[src/rtl/cipher_front_pkg.sv]
package cipher_front_pkg;
  localparam int DW = 32;

  localparam int EN_BIT = 15;
  localparam int FL_BIT = 14;

  localparam logic [2:0] MODE_KEYPREP = 3'b111;
  localparam logic [1:0] KS_RSVD      = 2'b11;

  // Key length in words; non-AES modes (mode bit 2 clear) have none.
  function automatic logic [3:0] key_words_f(input logic [2:0] mode, input logic [1:0] ks);
    if (!mode[2]) return 4'd0;
    case (ks)
      2'b00:   return 4'd4;
      2'b01:   return 4'd6;
      2'b10:   return 4'd8;
      default: return 4'd0;
    endcase
  endfunction

  function automatic logic [DW-1:0] ctl_pack(input logic en, input logic [1:0] ks,
                                             input logic [1:0] dt, input logic [2:0] mode,
                                             input logic dir);
    return {16'h0, en, 1'b0, 4'h0, ks, dt, mode, dir, 2'b00};
  endfunction
endpackage

[src/rtl/cfe_fifo.sv]
module cfe_fifo #(
  parameter int DW    = 32,
  parameter int DEPTH = 8
) (
  input  logic                         clk,
  input  logic                         rst_n,
  input  logic                         flush,
  input  logic                         push,
  input  logic [DW-1:0]                din,
  input  logic                         pop,
  output logic [DW-1:0]                dout,
  output logic [$clog2(DEPTH+1)-1:0]   count,
  output logic                         full,
  output logic                         empty
);
  localparam int PW = (DEPTH > 1) ? $clog2(DEPTH) : 1;
  localparam int CW = $clog2(DEPTH+1);

  logic [DW-1:0] mem [DEPTH];
  logic [PW-1:0] wp, rp;
  logic do_push, do_pop;

  function automatic logic [PW-1:0] nxt(input logic [PW-1:0] p);
    return (p == PW'(DEPTH-1)) ? '0 : p + PW'(1);
  endfunction

  assign full    = (count == CW'(DEPTH));
  assign empty   = (count == '0);
  assign do_push = push && !full;
  assign do_pop  = pop && !empty;
  assign dout    = empty ? '0 : mem[rp];

  always_ff @(posedge clk) begin
    if (do_push) mem[wp] <= din;
  end

  always_ff @(posedge clk) begin
    if (!rst_n || flush) begin
      wp    <= '0;
      rp    <= '0;
      count <= '0;
    end else begin
      if (do_push) wp <= nxt(wp);
      if (do_pop)  rp <= nxt(rp);
      count <= count + CW'(do_push) - CW'(do_pop);
    end
  end
endmodule

[src/rtl/cfe_dma_req.sv]
module cfe_dma_req (
  input  logic clk,
  input  logic rst_n,
  input  logic gate,
  input  logic cond,
  input  logic clr,
  output logic req
);
  logic req_q;

  always_ff @(posedge clk) begin
    if (!rst_n || !gate) req_q <= 1'b0;
    else if (req_q)      req_q <= !clr;
    else                 req_q <= cond && !clr;
  end

  assign req = req_q && gate;
endmodule

[src/rtl/cfe_core_stub.sv]
module cfe_core_stub #(
  parameter int DW = 32
) (
  input  logic          en,
  input  logic          dir,
  input  logic          in_empty,
  input  logic [DW-1:0] in_data,
  input  logic          out_full,
  output logic          in_pop,
  output logic          out_push,
  output logic [DW-1:0] out_data
);
  assign in_pop   = en && !in_empty && !out_full;
  assign out_push = in_pop;
  assign out_data = in_data ^ {DW{dir}};
endmodule

[src/rtl/cipher_front.sv]
module cipher_front #(
  parameter int DEPTH = 8,
  parameter int BURST = 4
) (
  input  logic        clk,
  input  logic        rst_n,
  input  logic        bus_wr,
  input  logic        bus_rd,
  input  logic [2:0]  bus_addr,
  input  logic [31:0] bus_wdata,
  output logic [31:0] bus_rdata,
  output logic        dma_in_req,
  input  logic        dma_in_clr,
  output logic        dma_out_req,
  input  logic        dma_out_clr,
  input  logic        core_done,
  output logic [3:0]  key_words,
  output logic [2:0]  ctl_mode,
  output logic        ctl_dir,
  output logic [1:0]  ctl_dtype
);
  import cipher_front_pkg::*;
  localparam int CW = $clog2(DEPTH+1);
  localparam logic [2:0] A_CTL = 3'd0, A_DMA = 3'd1, A_DIN = 3'd2, A_DOUT = 3'd3, A_STAT = 3'd4;

  logic       en_q, dir_q, din_en_q, dout_en_q, err_q;
  logic [1:0] ks_q, dt_q;
  logic [2:0] mode_q;

  // named internal events
  logic wr_ctl, auto_clr, flush_evt, err_set, err_clr;
  logic in_push, in_ovf, out_pop, out_unf;
  logic in_gate, out_gate, in_cond, out_cond;

  logic [DW-1:0] in_dout, out_dout, stub_data;
  logic [CW-1:0] in_count, out_count;
  logic in_full, in_empty, out_full, out_empty, stub_pop, stub_push;

  assign wr_ctl    = bus_wr && bus_addr == A_CTL;
  assign auto_clr  = core_done && mode_q == MODE_KEYPREP;
  assign flush_evt = wr_ctl && bus_wdata[FL_BIT] && !en_q;
  assign in_push   = bus_wr && bus_addr == A_DIN;
  assign in_ovf    = in_push && in_full;
  assign out_pop   = bus_rd && bus_addr == A_DOUT;
  assign out_unf   = out_pop && out_empty;
  assign err_set   = in_ovf || out_unf;
  assign err_clr   = bus_wr && bus_addr == A_STAT && bus_wdata[0];

  always_ff @(posedge clk) begin
    if (!rst_n) begin
      en_q <= 1'b0; dir_q <= 1'b0; ks_q <= '0; dt_q <= '0; mode_q <= '0;
      din_en_q <= 1'b0; dout_en_q <= 1'b0; err_q <= 1'b0;
    end else begin
      if (auto_clr)    en_q <= 1'b0;
      else if (wr_ctl) en_q <= bus_wdata[EN_BIT];
      if (wr_ctl) begin
        if (bus_wdata[9:8] != KS_RSVD) ks_q <= bus_wdata[9:8];
        dt_q   <= bus_wdata[7:6];
        mode_q <= bus_wdata[5:3];
        dir_q  <= bus_wdata[2];
      end
      if (bus_wr && bus_addr == A_DMA) begin
        din_en_q  <= bus_wdata[0];
        dout_en_q <= bus_wdata[1];
      end
      if (err_set)      err_q <= 1'b1;
      else if (err_clr) err_q <= 1'b0;
    end
  end

  cfe_fifo #(.DW(DW), .DEPTH(DEPTH)) in_fifo_i (
    .clk(clk), .rst_n(rst_n), .flush(flush_evt), .push(in_push), .din(bus_wdata),
    .pop(stub_pop), .dout(in_dout), .count(in_count), .full(in_full), .empty(in_empty));

  cfe_fifo #(.DW(DW), .DEPTH(DEPTH)) out_fifo_i (
    .clk(clk), .rst_n(rst_n), .flush(flush_evt), .push(stub_push), .din(stub_data),
    .pop(out_pop), .dout(out_dout), .count(out_count), .full(out_full), .empty(out_empty));

  cfe_core_stub #(.DW(DW)) stub_i (
    .en(en_q), .dir(dir_q), .in_empty(in_empty), .in_data(in_dout), .out_full(out_full),
    .in_pop(stub_pop), .out_push(stub_push), .out_data(stub_data));

  assign in_gate  = en_q && din_en_q;
  assign out_gate = en_q && dout_en_q;
  assign in_cond  = (CW'(DEPTH) - in_count) >= CW'(BURST);
  assign out_cond = (out_count >= CW'(BURST)) || (!out_empty && in_empty);

  cfe_dma_req in_req_i (.clk(clk), .rst_n(rst_n), .gate(in_gate), .cond(in_cond),
                        .clr(dma_in_clr), .req(dma_in_req));
  cfe_dma_req out_req_i (.clk(clk), .rst_n(rst_n), .gate(out_gate), .cond(out_cond),
                         .clr(dma_out_clr), .req(dma_out_req));

  always_comb begin
    case (bus_addr)
      A_CTL:   bus_rdata = ctl_pack(en_q, ks_q, dt_q, mode_q, dir_q);
      A_DMA:   bus_rdata = {30'h0, dout_en_q, din_en_q};
      A_DOUT:  bus_rdata = out_dout;
      A_STAT:  bus_rdata = {8'h0, 8'(out_count), 8'(in_count), 7'h0, err_q};
      default: bus_rdata = '0;
    endcase
  end

  assign key_words = key_words_f(mode_q, ks_q);
  assign ctl_mode  = mode_q;
  assign ctl_dir   = dir_q;
  assign ctl_dtype = dt_q;
endmodule

[config.mk]
export PLATFORM = sky130hd
export DESIGN_NAME = cipher_front
export DESIGN_NICKNAME = d
export VERILOG_FILES = /design/src/rtl/cipher_front_pkg.sv /design/src/rtl/cfe_fifo.sv /design/src/rtl/cfe_dma_req.sv /design/src/rtl/cfe_core_stub.sv /design/src/rtl/cipher_front.sv
export SDC_FILE = /design/constraint.sdc
export NUM_CORES = 1
export LEC_CHECK = 0
export CORE_ASPECT_RATIO = 1.75
export CORE_MARGIN = 2
export CORE_UTILIZATION = 40
export CTS_CLUSTER_SIZE = 24
export DETAILED_ROUTE_END_ITERATION = 8
export MAX_ROUTING_LAYER = met4
export SLEW_MARGIN = 20
export SYNTH_ARGS = -nofsm -noshare
export SYNTH_HDL_FRONTEND = slang
export SYNTH_SLANG_ARGS = --single-unit
[constraint.sdc]
create_clock -name clk -period 13.5 [get_ports clk]
set_input_delay 2.7 -clock clk [delete_from_list [all_inputs] [get_ports clk]]
set_output_delay 2.7 -clock clk [all_outputs]
set_load 0.01 [all_outputs]
; After elaboration in Yosys (flattened, before gate mapping)
; Memory sizes are Yosys's and may differ from the RTL's. A register that Yosys moved wholly into a read port is not among the register bits.
; Index checks and enable logic that the tools add are counted.
[word_totals]
register_bits = 34
ramBits = 512
in_bits = 42
out_inout_bits = 44
n_memories = 2
[op_classes]
addsub = 9
order_cmp = 2
eq_ne = 14
muxes = 21
bitwise_logic = 2
n_reduce_logical = 46
[mem_list]
columns = memory, depth, width, read_ports, rd_clocked_by_memory_dff, write_ports, line_no
row1 = in_fifo_i.mem, 8, 32, 1, 1, 1, cfe_fifo.sv:19  ; logic [DW-1:0] mem [DEPTH];
row2 = out_fifo_i.mem, 8, 32, 1, 1, 1, cfe_fifo.sv:19
[op_table]
columns = cell, n
row1 = one-hot mux 32 bit (4 select lines), 1
row2 = 2-to-1 mux 32 bit, 2
row3 = XOR 32 bit, 1
row4 = logical AND 1 bit, 24
row5 = 2-to-1 mux 3 bit, 8
row6 = "== test 3 bit, second input constant", 6
row7 = "adder 3 x 1 -> 3 bit, second input constant", 4
row8 = one-hot mux 4 bit (3 select lines), 1
row9 = zero test 1 bit, 10
row10 = adder 4 x 1 -> 4 bit, 2
row11 = "== test 4 bit, second input constant", 2
row12 = "greater-or-equal comparator 4 x 3 -> 1 bit, second input constant", 2
row13 = zero test 4 bit, 2
row14 = 2-to-1 mux 1 bit, 8
row15 = subtractor 4 x 1 -> 4 bit, 2
row16 = "== test 3 x 2 -> 1 bit, second input constant", 2
row17 = logical OR 1 bit, 5
row18 = 2-to-1 mux 4 bit, 1
row19 = "subtractor 4 bit, first input constant", 1
row20 = "== test 3 x 1 -> 1 bit, second input constant", 1
row21 = zero test 3 bit, 1
row22 = "== test 2 x 1 -> 1 bit, second input constant", 1
row23 = "== test 2 bit, second input constant", 1
row24 = zero test 2 bit, 1
row25 = 5 further kinds, 5

; Logic depth before layout (Yosys ltp)
[logic_depth]
depth_word = 7
depth_mapped = 13
mapped_depth_nobuf = 12

; Cells and area by module
; Synthesis repeated with hierarchy kept, for this count alone.
[hier_totals]
hier_cells = 1085
hier_area_um2 = 22173.8
[modules_own_cells]
columns = module, instances, cells_per_inst, area_per_inst_um2, seq_area_each_um2
row1 = cfe_fifo, 2, 455, 10380.0, 7947.6
row2 = cipher_front, 1, 127, 957.2, 240.2
row3 = cfe_core_stub, 1, 38, 366.6, 0.0
row4 = cfe_dma_req, 2, 5, 45.0, 20.0

; Worst setup path after synthesis
; Ideal clock, no wire load.
[synth_timing]
path_type = input -> output
from = in bus_addr[0]
to = out bus_rdata[11]
arrival_time_ps = 3821
t_required_ps = 10800
setup_slack_ps = 6979
cell_stages = 6
n_path_buf = 2
cell_sequence = buf_2 and2b_1 nand2_1 nor2_1 buf_2 a32o_1
[synth_between]
elab_chain_len = 2
word_cells_on_any_way = 5
[synth_rtl]
columns = element, line_no
row1 = from (decl), cipher_front.sv:9  ; input logic [2:0] bus_addr,
row2 = == test 3 bit (tied with other cells), cipher_front.sv:94  ; case (bus_addr)
row3 = one-hot mux 32 bit (4 select lines) (*), cipher_front.sv:94
row4 = to (decl), cipher_front.sv:11  ; output logic [31:0] bus_rdata,
; Every way passes the cells marked *; elsewhere a longest branch is shown, timed or not.

; Final worst setup path
[layout_timing]
from = in bus_addr[0]
to = out bus_rdata[1]
; Same word-level chain as after synthesis.

==> flow_results.org <==
** Detailed routing
- Routed length per instance :: 23.6 um
- For this run, design rule violations remaining after detail routing come to 0.
- Antenna viol nets, final :: 0
- Final routed wirelength across all metal layers :: 48300 um
- Initial DRC count :: roughly 760
- Number of iterations in the first detailed-routing pass :: 7
- Dividing the detail-routed via count by the number of cells gives 5.48.
- Via count :: 11210

** Final layout
- Finished Core Util :: approximately 46%
- Most frequent standard cell in the layout excluding fill and tap cells :: sky130_fd_sc_hd__edfxtp_1
- In the final layout, the share of cells above drive strength 1 is roughly 14%.
- The layout has 4598 filler cells.
- Area of all sequential standard cells :: 16200 sq um
- The multi-input combinational cells in the finished layout cover a total of 5500 sq um.
- The final layout contains approximately 1400 nets.
- In the layout the commonest cells are sky130_fd_sc_hd__edfxtp_1, sky130_fd_sc_hd__mux2i_1, sky130_fd_sc_hd__clkdlybuf4s50_1.
- Area growth syn-to-layout :: 14.6%

** STA
- Setup repair after global routing left no endpoint under its margin.
- Once routing completed, OpenROAD measured the worst setup slack at 5330 ps.
- Max-slew violations :: 0
- On the final layout, the worst clock skew is 22.3 ps.
- Transition time at the pin with the least slew margin :: 1130 ps
- Worst slew slack as a fraction of its limit :: roughly a quarter
- Final min period :: 8170 ps
- Final Cycle Share :: approximately three fifths
- Total count of hold-check failures in the final report :: 0
- Final setup violation count :: 0
- For this run, the top clock speed supported by timing is 0.122 GHz.
- Setup total negative slack on the finished layout was measured at 0 ps.

** Critical path
- In this design, the stage delay of the slowest critical-path cell is 700 ps.
- Kind of start point of the critical path :: input pin
- Worst R2R Setup Slack :: between 9000 and 10000 ps
- The critical path goes through clkdlybuf4s50_1, and2b_1, nand3b_1, a211oi_1, a32o_1, clkdlybuf4s50_1.
- For this design, the slowest cell found on the critical path is sky130_fd_sc_hd__clkdlybuf4s50_1.
- Data on the critical path is required at its endpoint by 10800 ps.
- Crit Reg-Reg Startpoint :: in_fifo_i.count[2]$_SDFF_PP0_
- Critical-path maximum fanout :: 17
- Kind of cell with the highest combined delay on the critical path :: buffers and inverters
- The cell that appears most often on the critical path is sky130_fd_sc_hd__clkdlybuf4s50_1.
- Depth of the most critical reg-to-reg path :: 9
- The number of buffers and inverters on the critical path is 2.
- The critical path is of the in2out type.
- The endpoint identified for the worst register-to-register timing path is out_fifo_i.mem[6][30]$_DFFE_PP_.
- Endpoint kind of the worst setup timing path :: output pin
- Arrival time of data at the critical path endpoint :: 5470 ps

** Worst hold path
- The worst hold path passes through 2 cells.
- The worst hold path begins at err_q$_SDFFE_PN0P_.
- Hold path endpoint :: err_q$_SDFFE_PN0P_
- In this run the worst hold path is classified as reg2reg.

** Die
- Initial Utilization :: 40.5%
- Core footprint :: 54300 sq um
- Count of pins on the block boundary :: 86
- The floorplan has 113 rows.
- DIE WIDTH :: ~180 um
- The floorplan step defined a die boundary enclosing 57000 sq um.
- The die is 314 um tall.

** Power and ir drop
- Summed over all cells, the static leakage comes to 7.56 nW.
- The worst-case IR drop observed on VDD is roughly 0.094 mV.
- Areal power density over the cells :: 132 nW/um^2

** Global route
- Via count of the first global-routing pass :: 11580
- The first global-routing pass estimated 71800 um of wire.
- The number of antenna violations at the first check in global routing was 3.
- Entering global routing, the biggest net connects 71 pins.
- Overall track demand over capacity in global routing :: 17.4%
- Leftover overflow at the end of global routing :: 0

** Synth
- Average instance area after synthesis :: 18.1 sq um
- Synthesized instance count :: 1218
- Ys async rst share :: 0%
- Among all flip-flop cells after synthesis, the most frequent one is sky130_fd_sc_hd__edfxtp_1.
- Number of synthesis warnings :: 0
- Cell area after technology mapping :: 22000 sq um
- Synthesis inferred 552 register bits.
- Fraction of the yosys area taken by sequential cells :: 73.5%
- Netlist cell types :: 56
- Number of flops mapped to enable cells by yosys :: 512
- When the netlist entered floorplanning its net count stood at ~1300.

** Placement
- Post-Place Setup Slack :: 5310 ps
- Summed over all nets, the half-perimeter wirelength after detailed placement is 29200 um.
- IO buf count :: 84
- Weighted congestion at the end of routability-driven global placement :: 0.828

** Clocking
- The clock passes through at most 3 buffers.
- Counting every sink on the clock net gives 552.
- Clk Latency, worst-skew pair :: ~560 ps
- Hold buffer count at CTS :: 0
- Post-CTS Setup Bufs :: 0
- Root buffer cell :: sky130_fd_sc_hd__clkbuf_16
- Number of levels in the clock H-tree :: 2
- Post-cts resize count :: 0
- TritonCTS clock tree :: done
- Total CTS buffers :: 48
- Clock transition time at the flip-flop clock pins of the worst setup and hold paths :: 70 ps

** Run status
- The run finished with clean final reports.

** Flow run
- The tool flagged a number of max-cap violations equal to 0.
## report_power, final
part / leakage [nW] / switching (mW) / internal, mW
Combinational: 1.83 / 0.0794 / 0.0450
Sequential: 4.98 / 0.00548 / 1.88
Clock: 0.740 / 0.592 / 0.734
Total: 7.56 / 0.676 / 2.66
## routing by layer
layer  vias up  global-route usage, %  wire, um
met5         -                      -         0
met4         0                   5.65      1260
met3        69                   2.34      1930
met2       228                   31.5     26000
met1      5875                   19.9     19100
li1       5038                      -         -
## registers in the layout, indices dropped and copies added (netlist names), named ones only
register          count
ctl_dtype             2
en_q                  1
out_req_i.req_q       1
in_fifo_i.mem       256
out_fifo_i.wp         3
in_fifo_i.wp          3
ctl_dir               1
in_req_i.req_q        1
in_fifo_i.count       4
err_q                 1
din_en_q              1
in_fifo_i.rp          3
dout_en_q             1
out_fifo_i.mem      256
ks_q                  2
out_fifo_i.count      4
out_fifo_i.rp         3
ctl_mode              3
## metrics by stage
stage / std cells / hold slack [ps] / cell area (sq um) / total power [mW]
after global placement: 1953 / 467 / 23700 / 2.05
final: 2044 / 478 / 25200 / 3.34
after detailed placement: 1953 / 465 / 23700 / 2.05
after global routing: 2044 / 512 / 25200 / 3.44
after CTS: 2041 / 478 / 25200 / 3.37
after floorplan: 1218 / 442 / 22000 / 1.99
## cell usage after synthesis (all sizes together) (11+ instances only)
cell type / number / area, sq um
a21oi: 36 / 180
mux4: 62 / 1400
mux2i: 138 / 1380
inv: 21 / 78.8
clkbuf: 27 / 101
a32o: 16 / 160
ha: 21 / 263
buf: 42 / 267
edfxtp: 512 / 15400
dfxtp: 40 / 801
o211ai: 31 / 233
nand2: 36 / 135
nor3: 11 / 60.1
xnor2: 35 / 307
a211oi: 17 / 128
nor2: 48 / 183
nor2b: 20 / 125
a22oi: 47 / 353
## worst reg2reg max path, stage by stage, from the launching register on
cell                       delay [ps]
sky130_fd_sc_hd__dfxtp_1          400
sky130_fd_sc_hd__inv_1            150
sky130_fd_sc_hd__ha_1             220
sky130_fd_sc_hd__or3b_1           150
sky130_fd_sc_hd__buf_4            480
sky130_fd_sc_hd__nand3b_1         580
sky130_fd_sc_hd__inv_2            390
sky130_fd_sc_hd__nand2_1          260
sky130_fd_sc_hd__nor2_4           620
sky130_fd_sc_hd__buf_4            420
## worst max-delay path by stage
stage	cells past startpoint	startpoint	slack, ps	end
after CTS	6	bus_addr[0]	5290	bus_rdata[1]
after global placement	6	bus_addr[0]	5410	bus_rdata[1]
after floorplan	6	bus_addr[0]	6980	bus_rdata[11]
after global routing	6	bus_addr[0]	5130	bus_rdata[1]
after detailed placement	6	bus_addr[0]	5310	bus_rdata[1]
final	6	bus_addr[0]	5330	bus_rdata[1]
## area by class of cell
| type | instances | area share [%] |
|---|---|---|
| Clock buffer | 59 | 5.09 |
| Clock inverter | 29 | 0.869 |
| Sequential cell | 552 | 64.2 |
| Antenna cell | 3 | 0.0298 |
| Multi-Input combinational cell | 576 | 21.8 |
| Inverter | 21 | 0.313 |
| Tap cell | 690 | 3.42 |
| Timing Repair Buffer | 114 | 4.23 |
## logic make-up after synthesis
kind of cell / share of synthesized area [%]
DFF: 73.5
muxes: 12.8
AOI/OAI and AO/OA: 5.33
and+or+nand+nor: 3.47
buffers and inverters: 2.03
xor gates and xnor gates: 1.47
adders and majority gates: 1.38
other: 0.0170
No activity file was read; power rests on OpenSTA's default activity.
